==> src/rtl/i2c_mon_pkg.sv <==
package i2c_mon_pkg;
  typedef struct packed {
    logic start;     // SDA fell while SCL high
    logic stop;      // SDA rose while SCL high
    logic scl_rise;  // SCL rising edge
    logic sda;       // synchronized SDA level
  } bus_ev_t;
endpackage

==> src/rtl/i2c_mon_sync.sv <==
module i2c_mon_sync #(
  parameter int STAGES = 2
) (
  input  logic                 clk_i,
  input  logic                 rst_ni,
  input  logic                 scl_i,
  input  logic                 sda_i,
  output i2c_mon_pkg::bus_ev_t ev_o
);
  // bit 1 = SCL, bit 0 = SDA; idle bus is high
  logic [1:0] stg [STAGES];
  logic [1:0] prev_q;

  for (genvar g = 0; g < STAGES; g++) begin : g_stage
    if (g == 0) begin : g_first
      always_ff @(posedge clk_i or negedge rst_ni)
        if (!rst_ni) stg[g] <= 2'b11;
        else         stg[g] <= {scl_i, sda_i};
    end else begin : g_next
      always_ff @(posedge clk_i or negedge rst_ni)
        if (!rst_ni) stg[g] <= 2'b11;
        else         stg[g] <= stg[g-1];
    end
  end

  always_ff @(posedge clk_i or negedge rst_ni)
    if (!rst_ni) prev_q <= 2'b11;
    else         prev_q <= stg[STAGES-1];

  logic scl_now, sda_now, scl_old, sda_old, scl_steady;
  assign scl_now    = stg[STAGES-1][1];
  assign sda_now    = stg[STAGES-1][0];
  assign scl_old    = prev_q[1];
  assign sda_old    = prev_q[0];
  assign scl_steady = scl_now & scl_old;

  always_comb begin
    ev_o.start    = scl_steady & sda_old & ~sda_now;
    ev_o.stop     = scl_steady & ~sda_old & sda_now;
    ev_o.scl_rise = scl_now & ~scl_old;
    ev_o.sda      = sda_now;
  end

  a_r11_events_exclusive: assert property (@(posedge clk_i) disable iff (!rst_ni)
    $onehot0({ev_o.start, ev_o.stop, ev_o.scl_rise}));
endmodule

==> src/rtl/i2c_mon_clk_cnt.sv <==
module i2c_mon_clk_cnt #(
  parameter  int BYTE_BITS = 8,
  localparam int ACK_CLK   = BYTE_BITS + 1,
  localparam int CNT_W     = $clog2(ACK_CLK + 1)
) (
  input  logic                 clk_i,
  input  logic                 rst_ni,
  input  logic                 en_i,
  input  i2c_mon_pkg::bus_ev_t ev_i,
  output logic [CNT_W-1:0]     cnt_o,
  output logic                 ninth_rise_o,  // this edge is the acknowledge clock
  output logic                 wrap_rise_o,   // first clock of the next byte
  output logic                 addr_rise_o    // first clock after start/stop
);
  localparam logic [CNT_W-1:0] ACK_V = CNT_W'(ACK_CLK);
  localparam logic [CNT_W-1:0] ONE_V = CNT_W'(1);

  logic [CNT_W-1:0] cnt_q;

  always_ff @(posedge clk_i or negedge rst_ni) begin
    if (!rst_ni)                       cnt_q <= '0;
    else if (!en_i)                    cnt_q <= '0;
    else if (ev_i.start || ev_i.stop)  cnt_q <= '0;
    else if (ev_i.scl_rise)            cnt_q <= (cnt_q == ACK_V) ? ONE_V : cnt_q + ONE_V;
  end

  assign cnt_o        = cnt_q;
  assign ninth_rise_o = ev_i.scl_rise && (cnt_q == ACK_V - ONE_V);
  assign wrap_rise_o  = ev_i.scl_rise && (cnt_q == ACK_V);
  assign addr_rise_o  = ev_i.scl_rise && (cnt_q == '0);

  a_r9_cnt_range: assert property (@(posedge clk_i) disable iff (!rst_ni)
    cnt_q <= ACK_V);
  a_r9_cnt_wrap: assert property (@(posedge clk_i) disable iff (!rst_ni)
    (en_i && ev_i.scl_rise && cnt_q == ACK_V) |=> cnt_q == ONE_V);
  a_r9_cnt_restart: assert property (@(posedge clk_i) disable iff (!rst_ni)
    (ev_i.start || ev_i.stop) |=> cnt_q == '0);
  a_r8_cnt_off: assert property (@(posedge clk_i) disable iff (!rst_ni)
    !en_i |=> cnt_q == '0);
endmodule

==> src/rtl/i2c_mon_flags.sv <==
module i2c_mon_flags (
  input  logic                 clk_i,
  input  logic                 rst_ni,
  input  logic                 en_i,
  input  logic                 rel_i,
  input  i2c_mon_pkg::bus_ev_t ev_i,
  input  logic                 ninth_rise_i,
  input  logic                 wrap_rise_i,
  input  logic                 addr_rise_i,
  output logic                 start_o,
  output logic                 stop_o,
  output logic                 ack_o
);
  logic start_q, stop_q, ack_q, arm_q;
  logic ack_set, sa_clr, stop_clr;

  assign ack_set  = ninth_rise_i & ~ev_i.sda;
  assign sa_clr   = ev_i.stop | wrap_rise_i | rel_i;
  assign stop_clr = arm_q & addr_rise_i;

  // set terms are ORed last so a coincident set wins
  always_ff @(posedge clk_i or negedge rst_ni) begin
    if (!rst_ni) begin
      start_q <= 1'b0; stop_q <= 1'b0; ack_q <= 1'b0; arm_q <= 1'b0;
    end else if (!en_i) begin
      start_q <= 1'b0; stop_q <= 1'b0; ack_q <= 1'b0; arm_q <= 1'b0;
    end else begin
      start_q <= ev_i.start | (start_q & ~sa_clr);
      ack_q   <= ack_set    | (ack_q & ~sa_clr);
      stop_q  <= ev_i.stop  | (stop_q & ~stop_clr);
      if (ev_i.stop)                 arm_q <= 1'b0;
      else if (ev_i.start && stop_q) arm_q <= 1'b1;
      else if (addr_rise_i)          arm_q <= 1'b0;
    end
  end

  assign start_o = start_q;
  assign stop_o  = stop_q;
  assign ack_o   = ack_q;

  a_r1_start_set: assert property (@(posedge clk_i) disable iff (!rst_ni)
    (en_i && ev_i.start) |=> start_q);
  a_r2_stop_set: assert property (@(posedge clk_i) disable iff (!rst_ni)
    (en_i && ev_i.stop) |=> stop_q);
  a_r3_ack_set: assert property (@(posedge clk_i) disable iff (!rst_ni)
    (en_i && ninth_rise_i && !ev_i.sda) |=> ack_q);
  a_r4_stop_clears: assert property (@(posedge clk_i) disable iff (!rst_ni)
    ev_i.stop |=> (!start_q && !ack_q));
  a_r5_wrap_clears: assert property (@(posedge clk_i) disable iff (!rst_ni)
    wrap_rise_i |=> (!start_q && !ack_q));
  a_r6_release_clears: assert property (@(posedge clk_i) disable iff (!rst_ni)
    (rel_i && !ev_i.start && !ack_set) |=> (!start_q && !ack_q));
  a_r7_start_keeps_stop: assert property (@(posedge clk_i) disable iff (!rst_ni)
    (en_i && stop_q && ev_i.start) |=> stop_q);
  a_r8_off_clears: assert property (@(posedge clk_i) disable iff (!rst_ni)
    !en_i |=> (!start_q && !stop_q && !ack_q));
endmodule

==> src/rtl/i2c_cond_monitor.sv <==
module i2c_cond_monitor #(
  parameter  int BYTE_BITS   = 8,
  parameter  int SYNC_STAGES = 2,
  localparam int CNT_W       = $clog2(BYTE_BITS + 2)
) (
  input  logic             clk_i,
  input  logic             rst_ni,
  input  logic             en_i,
  input  logic             rel_i,
  input  logic             scl_i,
  input  logic             sda_i,
  output logic             start_o,
  output logic             stop_o,
  output logic             ack_o,
  output logic [CNT_W-1:0] bit_cnt_o,
  output logic             ack_slot_o
);
  i2c_mon_pkg::bus_ev_t ev;
  logic ninth_rise, wrap_rise, addr_rise;

  i2c_mon_sync #(.STAGES(SYNC_STAGES)) i_sync (
    .clk_i, .rst_ni, .scl_i, .sda_i, .ev_o(ev)
  );

  i2c_mon_clk_cnt #(.BYTE_BITS(BYTE_BITS)) i_cnt (
    .clk_i, .rst_ni, .en_i, .ev_i(ev), .cnt_o(bit_cnt_o),
    .ninth_rise_o(ninth_rise), .wrap_rise_o(wrap_rise), .addr_rise_o(addr_rise)
  );

  i2c_mon_flags i_flags (
    .clk_i, .rst_ni, .en_i, .rel_i, .ev_i(ev),
    .ninth_rise_i(ninth_rise), .wrap_rise_i(wrap_rise), .addr_rise_i(addr_rise),
    .start_o, .stop_o, .ack_o
  );

  assign ack_slot_o = (bit_cnt_o == CNT_W'(BYTE_BITS + 1));

  a_r9_slot_matches: assert property (@(posedge clk_i) disable iff (!rst_ni)
    ack_slot_o |-> ack_slot_o == (ninth_rise ? 1'b0 : 1'b1) || wrap_rise);
endmodule

==> config.mk <==
export PLATFORM = sky130hd
export DESIGN_NAME = i2c_cond_monitor
export DESIGN_NICKNAME = d
export VERILOG_FILES = /design/src/rtl/i2c_mon_pkg.sv /design/src/rtl/i2c_mon_sync.sv /design/src/rtl/i2c_mon_clk_cnt.sv /design/src/rtl/i2c_mon_flags.sv /design/src/rtl/i2c_cond_monitor.sv
export SDC_FILE = /design/constraint.sdc
export NUM_CORES = 1
export LEC_CHECK = 0
export BUFFER_PORTS_ARGS = -buffer_cell sky130_fd_sc_hd__buf_4
export CAP_MARGIN = 30
export CORE_MARGIN = 3
export CORE_UTILIZATION = 40
export DETAILED_ROUTE_END_ITERATION = 16
export PLACE_DENSITY = 0.72
export SLEW_MARGIN = 20
export SYNTH_ARGS = -nofsm -noshare
export SYNTH_HDL_FRONTEND = slang
export SYNTH_SLANG_ARGS = --single-unit
==> constraint.sdc <==
create_clock -name clk_i -period 2.3 [get_ports clk_i]
set_input_delay 0.23 -clock clk_i [delete_from_list [all_inputs] [get_ports clk_i]]
set_output_delay 0.23 -clock clk_i [all_outputs]
set_load 0.05 [all_outputs]
==> impl_metrics.tcl <==
set metrics [dict create \
    cp_data_required_time_ns 2.50 \
    h-tree-depth 1 \
    drc 0 \
    fin_skew_ns 0.00963 \
    cpLargestDelayFamily "simple AND/OR/NAND/NOR gates" \
    synth_top_area_share 0.333 \
    vias 466 \
    finalSetupViolCount 0 \
    coreArea_um2 1350 \
    post-route-min-period_ns 1.74 \
    cp-start-kind "flip-flop" \
    row_count 13 \
    yosys.area_share.xor_xnor 0.0292 \
    grt_pass1_vias 441 \
    fin_area_um2 763 \
    ys_seq_area_frac 0.596 \
    grt_pass1_wl_um 2030 \
    synthesis.area_um2 601 \
    cts_num_sinks 14 \
    p_per_area_nw_per_um2 636 \
    p_leak_nw 0.337 \
    cp_max_fo 8 \
    synth.top_cells.by_area "dfrtp_1, dfstp_2, nand4b_1, nand4bb_1, nand2_1" \
    slew_headroom 0.658 \
    die_area_um2 2000 \
    synthCells 51 \
    drv_slew 0 \
    hold_class "input port to flip-flop" \
    port_buffers 13 \
    max_stage_delay_ns 0.60 \
    synth_top_family_by_area "simple AND/OR/NAND/NOR gates" \
    synthDistinctLibCells 24 \
    yosysWarnings 0 \
    critPathArrivalTime_ns 1.94 \
    dpl_worst_slack_ns 0.588 \
    area_growth_pct 27.1 \
    cts_tree "built" \
    power_mw 0.486 \
    wirelength_um 1180 \
    cts_made_buffers 3 \
    die_h_um 44.8 \
    worst_path_max_delay_cell "dfstp_2" \
    tns_ns 0 \
    path_clk_slew_ns 0.09 \
    worstSetupPathType "flip-flop to flip-flop" \
    via_per_inst 5.55 \
    grt_overflow 0 \
    ctsLongestPathBuffers 2 \
    wire_per_inst_um 14.0 \
    post_cts_resized 0 \
    dr.pass1.iters 4 \
    fin_ws_ns 0.558 \
    grt_max_degree 15 \
    synth_compound_area_frac 0.121 \
    io_pins 14 \
    cp_num_buf_inv 0 \
    min_period_over_period 0.757 \
    finalHoldViolCount 0 \
    placed_area_um2 717 \
    cap_violations 0 \
    place_congestion 0.717 \
    antenna_cells 0 \
    syn_nets 57 \
    nNetsFinal 76 \
    drtIter0Drc 7 \
    hpwl_um 852 \
    max_freq_ghz 0.574 \
    antenna_found_initial 0 \
    layout-drive-gt1-share 0.333 \
    grtUsageTotal 0.142 \
    rsz0062_at_grt "false" \
    cp_cell_sequence "or3b_1 -> or4b_1 -> a21oi_1" \
    tightest_slew_ns 0.508 \
    synth_top_area_cell "dfrtp_1" \
    clk_latency_ns 0.28 \
    syn-mean-instance-area_um2 11.8 \
    ant_nets 0 \
    fillCellCount 113 \
    initial_utilization 0.445 \
    synthMuxAreaShare 0 \
    irDropWorstVdd_mv 0.422 \
    die_w_um 44.8 \
    status "finished, final reports clean" \
    cts_root_buffer "clkbuf_4" \
    synth-adder-area-share 0 \
    end_kind "flip-flop" \
    ys_ff_latch 14 \
    synth-simple-area-share 0.235 \
]
where the power goes:
part           switching [mW]  internal (mW)
Sequential            0.00940          0.258
Combinational          0.0242         0.0172
Clock                  0.0801         0.0962
cells in the final DEF (no fill, tap or decap), types with 3 or more instances in the layout:
master    instances
nor2b_1           3
clkbuf_4          3
nand2_1           5
nand4b_1          3
dfrtp_1           8
buf_4            13
inv_1             3
dfstp_2           6
state kept, by name (all words and copies together) (netlist names):
name	flops
i_flags.ack_o	1
i_flags.start_o	1
i_sync.ev_o	1
i_cnt.cnt_o	4
i_flags.stop_o	1
i_sync.prev_q	2
i_flags.arm_q	1
i_sync.stg	2
i_sync.scl_now	1
final cells by class:
class                   instances  area [µm²]  share of cell area
multi-input cells              34         231               0.303
well taps                      15        18.8              0.0246
repair buffers                 14         108               0.141
clock buffers                   4        36.3              0.0475
inverters                       3        11.3              0.0148
flip-flops and latches         14         358               0.469
Yosys cell counts:
cell type	count
nor4_1	1
o22ai_1	1
a31oi_1	2
o2111ai_1	2
a21oi_1	2
nand4bb_1	2
or2b_1	1
o21ai_0	2
or3b_1	1
or3_1	1
nor2_1	1
nor2b_1	3
dfrtp_1	8
xor2_1	1
nand3b_1	1
nand2_1	5
xnor2_1	1
nand3_1	1
nand4b_1	3
or4b_1	1
a21boi_0	1
dfstp_2	6
inv_1	3
a311oi_1	1
through the flow:
stage	hold slack (ns)	std cells	util
6_report	0.0474	84	0.565
3_5_place_dp	0.0847	79	0.531
3_3_place_gp	0.0845	79	0.531
2_1_floorplan	-0.0656	51	-
5_1_grt	0.0322	84	0.565
4_1_cts	0.0405	84	0.565
cells by family after synthesis:
kind of cell	count (synthesis)
AO/OA/AOI/OAI	11
XOR/XNOR	2
buffers and inverters	3
flip-flops	14
AND/OR/NAND/NOR	21
what timing repair did:
action	4_1_cts	5_1_grt
hold buffers	1	0
buffers inserted	0	0
hold endpoints to repair	14	0
path summary, 6_finish.rpt:
kind / from / endpoint / slack [ns] / depth (start not counted)
max: i_sync.scl_now / i_flags.ack_o / 0.56 / 3
max in group asynchronous: rst_ni / i_sync.ev_o[0] / 1.73 / 2
min reg2reg: i_sync.stg[2] / i_sync.ev_o[0] / 0.36 / 0
min: scl_i / i_sync.stg[3] / 0.05 / 1
max reg2reg: i_sync.scl_now / i_flags.ack_o / 0.56 / 3
min in group asynchronous: rst_ni / i_cnt.cnt_o[3] / 0.33 / 2
layer usage:
| layer | global-route usage | routed length (µm) | up-vias |
|---|---|---|---|
| li1 | - | - | 227 |
| met1 | 0.188 | 542 | 223 |
| met2 | 0.212 | 565 | 16 |
| met3 | 0.0478 | 68 | 0 |
| met4 | 0.0542 | 0 | 0 |
| met5 | 0 | 0 | - |
No activity file was read; power rests on OpenSTA's default activity.
